===== src/rtl/gpio_irq_pkg.sv =====
`timescale 1ns/1ps
package gpio_irq_pkg;
    localparam int ADDR_W = 5;

    localparam logic [ADDR_W-1:0] OFF_DATA = 5'h00;
    localparam logic [ADDR_W-1:0] OFF_DIR  = 5'h04;
    localparam logic [ADDR_W-1:0] OFF_PAD  = 5'h08;
    localparam logic [ADDR_W-1:0] OFF_CFGL = 5'h0C;
    localparam logic [ADDR_W-1:0] OFF_CFGH = 5'h10;
    localparam logic [ADDR_W-1:0] OFF_MASK = 5'h14;
    localparam logic [ADDR_W-1:0] OFF_STAT = 5'h18;
    localparam logic [ADDR_W-1:0] OFF_BOTH = 5'h1C;

    typedef enum logic [1:0] {
        TRIG_LOW  = 2'b00,
        TRIG_HIGH = 2'b01,
        TRIG_RISE = 2'b10,
        TRIG_FALL = 2'b11
    } trig_mode_e;
endpackage


===== src/rtl/gpio_sync.sv =====
`timescale 1ns/1ps
module gpio_sync #(
    parameter int W = 32
) (
    input  logic         clk,
    input  logic         rst_n,
    input  logic [W-1:0] d,
    output logic [W-1:0] q
);
    logic [W-1:0] stage1_q;

    always_ff @(posedge clk or negedge rst_n) begin
        if (!rst_n) begin
            stage1_q <= '0;
            q        <= '0;
        end else begin
            stage1_q <= d;
            q        <= stage1_q;
        end
    end
endmodule


===== src/rtl/gpio_trig_detect.sv =====
`timescale 1ns/1ps
module gpio_trig_detect
    import gpio_irq_pkg::*;
#(
    parameter int NPINS = 32
) (
    input  logic [NPINS-1:0] cur,
    input  logic [NPINS-1:0] prev,
    input  logic [NPINS-1:0] cfg_lo,
    input  logic [NPINS-1:0] cfg_hi,
    input  logic [NPINS-1:0] both,
    output logic [NPINS-1:0] evt
);
    localparam int HALF = NPINS / 2;

    for (genvar i = 0; i < NPINS; i++) begin : g_pin
        logic [1:0] fld;
        logic       hit;

        if (i < HALF) begin : g_lo
            assign fld = cfg_lo[2*i+1 -: 2];
        end else begin : g_hi
            assign fld = cfg_hi[2*(i-HALF)+1 -: 2];
        end

        always_comb begin
            hit = 1'b0;
            if (both[i]) begin
                hit = cur[i] ^ prev[i];
            end else begin
                unique case (trig_mode_e'(fld))
                    TRIG_LOW:  hit = ~cur[i];
                    TRIG_HIGH: hit = cur[i];
                    TRIG_RISE: hit = cur[i] & ~prev[i];
                    TRIG_FALL: hit = ~cur[i] & prev[i];
                endcase
            end
        end

        assign evt[i] = hit;
    end
endmodule


===== src/rtl/gpio_irq_status.sv =====
`timescale 1ns/1ps
module gpio_irq_status #(
    parameter int NPINS = 32
) (
    input  logic             clk,
    input  logic             rst_n,
    input  logic [NPINS-1:0] evt,
    input  logic [NPINS-1:0] clr,
    input  logic [NPINS-1:0] mask,
    output logic [NPINS-1:0] st_q,
    output logic             irq_lo,
    output logic             irq_hi
);
    localparam int HALF = NPINS / 2;

    logic [NPINS-1:0] st_d;
    logic [NPINS-1:0] live;

    always_comb begin
        st_d = (st_q & ~clr) | evt;
    end

    always_ff @(posedge clk or negedge rst_n) begin
        if (!rst_n) st_q <= '0;
        else        st_q <= st_d;
    end

    assign live   = st_q & mask;
    assign irq_lo = |live[HALF-1:0];
    assign irq_hi = |live[NPINS-1:HALF];
endmodule


===== src/rtl/gpio_irq_port.sv =====
`timescale 1ns/1ps
module gpio_irq_port
    import gpio_irq_pkg::*;
#(
    parameter int NPINS = 32
) (
    input  logic              clk,
    input  logic              rst_n,
    input  logic [ADDR_W-1:0] bus_addr,
    input  logic              bus_we,
    input  logic [NPINS-1:0]  bus_wdata,
    output logic [NPINS-1:0]  bus_rdata,
    input  logic [NPINS-1:0]  pad_in,
    output logic [NPINS-1:0]  pad_out,
    output logic [NPINS-1:0]  pad_oe,
    output logic              irq_lo,
    output logic              irq_hi
);
    logic [NPINS-1:0] dout_q, dir_q, cfgl_q, cfgh_q, mask_q, both_q;
    logic [NPINS-1:0] sync_q, prev_q, evt, clr, st_q;

    gpio_sync #(.W(NPINS)) u_sync (
        .clk(clk), .rst_n(rst_n), .d(pad_in), .q(sync_q)
    );

    always_ff @(posedge clk or negedge rst_n) begin
        if (!rst_n) prev_q <= '0;
        else        prev_q <= sync_q;
    end

    gpio_trig_detect #(.NPINS(NPINS)) u_detect (
        .cur(sync_q), .prev(prev_q), .cfg_lo(cfgl_q), .cfg_hi(cfgh_q),
        .both(both_q), .evt(evt)
    );

    assign clr = (bus_we && bus_addr == OFF_STAT) ? bus_wdata : '0;

    gpio_irq_status #(.NPINS(NPINS)) u_status (
        .clk(clk), .rst_n(rst_n), .evt(evt), .clr(clr), .mask(mask_q),
        .st_q(st_q), .irq_lo(irq_lo), .irq_hi(irq_hi)
    );

    always_ff @(posedge clk or negedge rst_n) begin
        if (!rst_n) begin
            dout_q <= '0;
            dir_q  <= '0;
            cfgl_q <= '0;
            cfgh_q <= '0;
            mask_q <= '0;
            both_q <= '0;
        end else if (bus_we) begin
            case (bus_addr)
                OFF_DATA: dout_q <= bus_wdata;
                OFF_DIR:  dir_q  <= bus_wdata;
                OFF_CFGL: cfgl_q <= bus_wdata;
                OFF_CFGH: cfgh_q <= bus_wdata;
                OFF_MASK: mask_q <= bus_wdata;
                OFF_BOTH: both_q <= bus_wdata;
                default:  ;
            endcase
        end
    end

    always_comb begin
        case (bus_addr)
            OFF_DATA: bus_rdata = dout_q;
            OFF_DIR:  bus_rdata = dir_q;
            OFF_PAD:  bus_rdata = sync_q;
            OFF_CFGL: bus_rdata = cfgl_q;
            OFF_CFGH: bus_rdata = cfgh_q;
            OFF_MASK: bus_rdata = mask_q;
            OFF_STAT: bus_rdata = st_q;
            OFF_BOTH: bus_rdata = both_q;
            default:  bus_rdata = '0;
        endcase
    end

    assign pad_out = dout_q;
    assign pad_oe  = dir_q;
endmodule


===== config.mk =====
export PLATFORM = sky130hd
export DESIGN_NAME = gpio_irq_port
export DESIGN_NICKNAME = d
export VERILOG_FILES = /design/src/rtl/gpio_irq_pkg.sv /design/src/rtl/gpio_sync.sv /design/src/rtl/gpio_trig_detect.sv /design/src/rtl/gpio_irq_status.sv /design/src/rtl/gpio_irq_port.sv
export SDC_FILE = /design/constraint.sdc
export NUM_CORES = 1
export LEC_CHECK = 0
export CAP_MARGIN = 20
export CORE_MARGIN = 2
export CORE_UTILIZATION = 35
export DETAILED_ROUTE_END_ITERATION = 7
export DONT_BUFFER_PORTS = 1
export GPL_TIMING_DRIVEN = 0
export SYNTH_ARGS = -nofsm -noshare
export SYNTH_HDL_FRONTEND = slang
export SYNTH_HIERARCHICAL = 1
export SYNTH_SLANG_ARGS = --single-unit

===== constraint.sdc =====
create_clock -name clk -period 2.1 [get_ports clk]
set_input_delay 0.42 -clock clk [delete_from_list [all_inputs] [get_ports clk]]
set_output_delay 0.42 -clock clk [all_outputs]
set_load 0.01 [all_outputs]

==> Yosys cells after proc, flatten, opt, wreduce, memory -nomap -nowiden <==
Index checks and enable logic that the tools add are counted.
W data, S select, Z words.
{ "word_totals": {"output_inout_bits": 98, "elab_cells": 385, "ff_bits": 320, "input_bits": 72} }
{ "classes": {"n_bitwise": 164, "muxes": 66, "reduce_logical": 42, "n_eq_ne": 103} }
{ "op_table": {"columns": ["operator", "n"], "rows": [
  ["$pmux W32 S8", 1],
  ["$eq A2 B2 Y1 const B", 64],
  ["$pmux W1 S4", 32],
  ["$and A1 B1 Y1", 64],
  ["$and A32 B32 Y32", 2],
  ["$eq A2 B1 Y1 const B", 32],
  ["$logic_not A2 Y1", 32],
  ["$not A1 Y1", 64],
  ["$mux W1", 32],
  ["$mux W32", 1],
  ["$not A32 Y32", 1],
  ["$or A32 B32 Y32", 1],
  ["$reduce_or A16 Y1", 2],
  ["$xor A1 B1 Y1", 32],
  ["$eq A5 B5 Y1 const B", 4],
  ["$reduce_and A2 Y1", 6],
  ["$eq A5 B4 Y1 const B", 2],
  ["$eq A5 B3 Y1 const B", 1],
  ["$logic_not A5 Y1", 1],
  ["$logic_and A1 B1 Y1", 1]
]} }

==> Logic depth before layout (Yosys ltp) <==
{ "depth": {"depth_word": 6, "ltp_mapped": 7, "depth_no_buf": 6} }

==> By module <==
Netlist, hierarchy kept.
{ "by_module_without_submodules": {"columns": ["module", "instances", "cells_per_inst", "area_per_inst_um2", "seq_area_each_um2"], "rows": [
  ["gpio_irq_port", 1, 827, 10344.9, 5605.4],
  ["gpio_trig_detect", 1, 356, 2707.6, 0.0],
  ["gpio_sync", 1, 64, 1601.5, 1601.5],
  ["gpio_irq_status", 1, 114, 1363.8, 800.8]
]} }

==> Worst setup path after synthesis <==
Ideal clock, no wire load.
{ "synth_path": {"kind": "input -> output", "start": "input port bus_addr[4]", "end": "output port bus_rdata[0]", "n_path_buf": 4, "arrival_ns": 1.656, "cell_stages": 6, "t_required_ns": 1.680, "setup_slack_ns": 0.024, "cell_sequence": "buf_2 clkbuf_1 clkbuf_1 clkbuf_1 a21oi_1 o21ai_1"} }
{ "synth_between": {"elab_chain_cells": 2, "word_cells_on_any_way": 9, "cone_classes": "7 x eq/ne; 1 x mux; 1 x reduce/logical"} }
{ "synth_lines": {"columns": ["item", "line", "rtl"], "rows": [
  ["from (decl)", "gpio_irq_port.sv:9", "input logic [ADDR_W-1:0] bus_addr,"],
  ["$eq A5 B5 Y1 (tied with other cells)", "gpio_irq_port.sv:65", "case (bus_addr)"],
  ["$pmux W32 S8 *", "gpio_irq_port.sv:65", null],
  ["to (decl)", "gpio_irq_port.sv:12", "output logic [NPINS-1:0] bus_rdata,"]
]} }
Mark *: on every way between the ends. The rest lies on a longest branch, timed or not.

==> Final worst setup path <==
{ "layout_path": {"start": "input port bus_addr[2]", "end": "output port bus_rdata[15]"} }
Same word-level chain as after synthesis.

==> results.json <==
{
  "cts_hold_buf": 64,
  "synth_warnings": 6,
  "rr_endpoint": "u_status/st_q[13]",
  "grt_pass1_wl_um": 79610,
  "post-synth-top-count-cell": "dfrtp_1",
  "coreArea_mm2": 0.04528,
  "final-hold-violation-count": 320,
  "postSynthCellCount": 1361,
  "insertion_delay_ns": 0.59,
  "powerDensity_mw_per_mm2": 869.1,
  "ant_nets": 0,
  "routedWlPerCell_um": 25.78,
  "cp_cell_sequence": "buf_6 > or3b_4 > buf_8 > o21ai_2 > a21oi_4 > o21ai_4",
  "placementRows": 78,
  "ys_seq_area_share_pct": 49.99,
  "die_area_mm2": 0.04749,
  "hpwl_um": 35340,
  "violations": "negative hold slack, negative setup slack",
  "syn-num-nets": 1497,
  "vias": 11740,
  "async_flop_share_pct": 100.0,
  "wirelength_um": 54750,
  "synth_area_mm2": 0.01602,
  "tightest_slew_ns": 1.225,
  "drt_pass1_iterations": 5,
  "cts_tree": "done",
  "initial_core_util_pct": 35.37,
  "status": "finished with violations",
  "drc": 0,
  "dieHeight_um": 217.9,
  "arrival_ns": 1.77,
  "fmax_mhz": 456.9,
  "critPathKind": "in2out",
  "drv_slew": 0,
  "ys_ff_latch": 320,
  "io_buffers": 0,
  "ios": 170,
  "grt_use_total_pct": 22.73,
  "r2r-start": "u_sync/q[13]",
  "rsz0062_at_grt": "true",
  "synth_edf_count": 0,
  "maxCapViolations": 0,
  "fin_ws_ns": -0.08890,
  "first_global_vias": 11840,
  "rrSetupSlack_ns": 0.33,
  "grt_max_degree": 321,
  "grt_overflow_total": 0,
  "path_depth": 6,
  "gp_congestion": 0.8684,
  "fin_crit_sh_pct": 104.2,
  "synth_commonest_cells": "dfrtp_1, mux2_1, inv_1",
  "synth_cell_types": 38,
  "slowest_stage": "or3b_4",
  "drive_gt1_share_pct": 24.33,
  "path_max_fanout": 10,
  "whs_ns": -0.4465,
  "yosysTopAreaCell": "dfrtp_1",
  "slew_headroom_pct": 18.30,
  "critical_path_buf_inv_count": 2,
  "grt_antenna_before_repair": 1,
  "postLayoutCoreUtil_pct": 45.84,
  "rr_worst_depth": 5,
  "cp.required_ns": 1.68,
  "die_x_um": 217.9,
  "max_stage_delay_ns": 0.47,
  "synth_top_area_share_pct": 49.99,
  "cts_buffer_depth": 3,
  "fin_skew_ns": 0.03575,
  "startpoint_type": "primary input",
  "hold_class": "in2async",
  "vias_per_cell": 5.529,
  "peakVddDrop_v": 0.0007142,
  "setup_viol": 19,
  "root_buffer": "clkbuf_16",
  "cts_max_level": 2,
  "drtIter0Drc": 912,
  "area_delta_synth_final_pct": 29.58,
  "fin_nets": 1628,
  "layout_min_cycle_time_ns": 2.189,
  "cts_sinks": 320,
  "worstSetupEndpointType": "output port",
  "synth_flop_cell": "dfrtp_1",
  "synthTopCellsByArea": "dfrtp_1, mux2_1, ha_1, mux2i_1, inv_1",
  "critPathTopFamily": "compound AO/OA/AOI/OAI gates",
  "syn_area_per_cell_um2": 11.77,
  "numCtsBuffers": 39,
  "p_leak_uw": 0.008964,
  "fillCellCount": 4097,
  "cts.clk_slew.worst_paths_ns": 0.05
}
==> area by class of cell <==
class	instances	area (um2)	share of cell area [%]
Buffer	101	998.5	4.810
Sequential cell	320	8014	38.61
Multi-Input combinational cell	807	8198	39.50
Timing Repair Buffer	91	985.9	4.750
Clock buffer	55	1086	5.232
Inverter	132	495.5	2.387
Clock inverter	15	220.2	1.061
Antenna cell	3	7.507	0.03617
Tap cell	600	750.7	3.617
==> worst register-to-register path: cells and delay by family, from the launching register on <==
| family | cells | cell delay [ns] |
|---|---|---|
| buffers and inverters | 1 | 0.16 |
| AO/OA/AOI/OAI | 3 | 0.71 |
| adder cells (fa/ha/maj) | 1 | 0.28 |
| flip-flops | 1 | 0.52 |
==> worst max-delay path by stage <==
| stage | startpoint | to | slack, ns |
|---|---|---|---|
| finish | bus_addr[2] | bus_rdata[15] | -0.09 |
| global route | u_status/st_q[0] | irq_lo | -0.14 |
| detailed placement | bus_addr[4] | bus_rdata[0] | -1.15 |
| global placement | bus_addr[4] | bus_rdata[0] | -1.12 |
| floorplan | bus_addr[4] | bus_rdata[0] | 0.02 |
| CTS | u_status/st_q[0] | irq_lo | -0.11 |
==> power breakdown <==
group	switching (uW)	leakage (uW)	internal (uW)
logic	1180	0.00448	1540
registers	1360	0.00385	7000
clock network	2830	0.000633	4130
total	5380	0.00896	12700
==> sequential cells by signal, summed over array words and instances (netlist names) <==
name	count
both_q	32
cfgh_q	32
cfgl_q	32
mask_q	32
pad_oe	32
pad_out	32
prev_q	32
u_status/st_q	32
u_sync/q	32
u_sync/stage1_q	32
==> through the flow <==
stage	instance area [um2]	power, uW	setup WS (ns)	instances	setup TNS, ns
2_1_floorplan	16020	9633	0.02375	1361	0
3_5_place_dp	16770	10480	-1.150	1961	-55.81
3_3_place_gp	16770	10360	-1.117	1961	-55.46
6_report	20760	18040	-0.08890	2124	-0.6275
4_1_cts	19980	17890	-0.1065	2112	-0.5486
5_1_grt	20750	18780	-0.1389	2122	-1.705
==> cells in the final DEF (no fill, tap or decap), drive strengths merged, types with 2 or more instances in the layout <==
master / netlist / routed
nor3b: 19 / 19
nor3: 4 / 4
mux2i: 65 / 65
a21oi: 93 / 93
clkbuf: 34 / 85
and2: 33 / 33
diode: 0 / 3
nand3: 3 / 3
dfrtp: 320 / 320
clkinvlp: 0 / 2
inv: 132 / 133
o21ai: 65 / 65
a21o: 32 / 32
clkinv: 0 / 8
dlygate4sd3: 0 / 64
a221oi: 53 / 53
mux2: 192 / 192
nor2b: 34 / 34
ha: 64 / 64
nor2: 16 / 16
buf: 68 / 98
bufinv: 0 / 4
or3b: 2 / 2
nand2: 3 / 3
nand4: 4 / 4
a2111oi: 32 / 32
a22o: 8 / 8
a211o: 18 / 18
nand3b: 62 / 62
==> routing by layer <==
layer,track usage (%),wire (um)
met1,29.79,23120
met2,35.87,25010
met3,6.778,4922
met4,7.483,1700
met5,0,0
==> repair_timing <==
item,in CTS,in global routing
buffers inserted,13,5
setup endpoints to repair,34,58
resized for setup,260,131
pin swaps,27,61
endpoints found under the hold margin,544,320
gates cloned,5,5
==> cells by family (layout without fill, tap and decap cells) <==
family / count (synthesis) / count (layout) / synth area share [%]
fa+ha+maj: 64 / 64 / 4.999
other cells: 0 / 3 / 0
compound gates: 302 / 302 / 13.01
flops: 320 / 320 / 49.99
mux: 257 / 257 / 17.56
simple gates: 184 / 184 / 7.725
buf+inv: 234 / 394 / 6.718
Power figures use the tool's default switching activity.
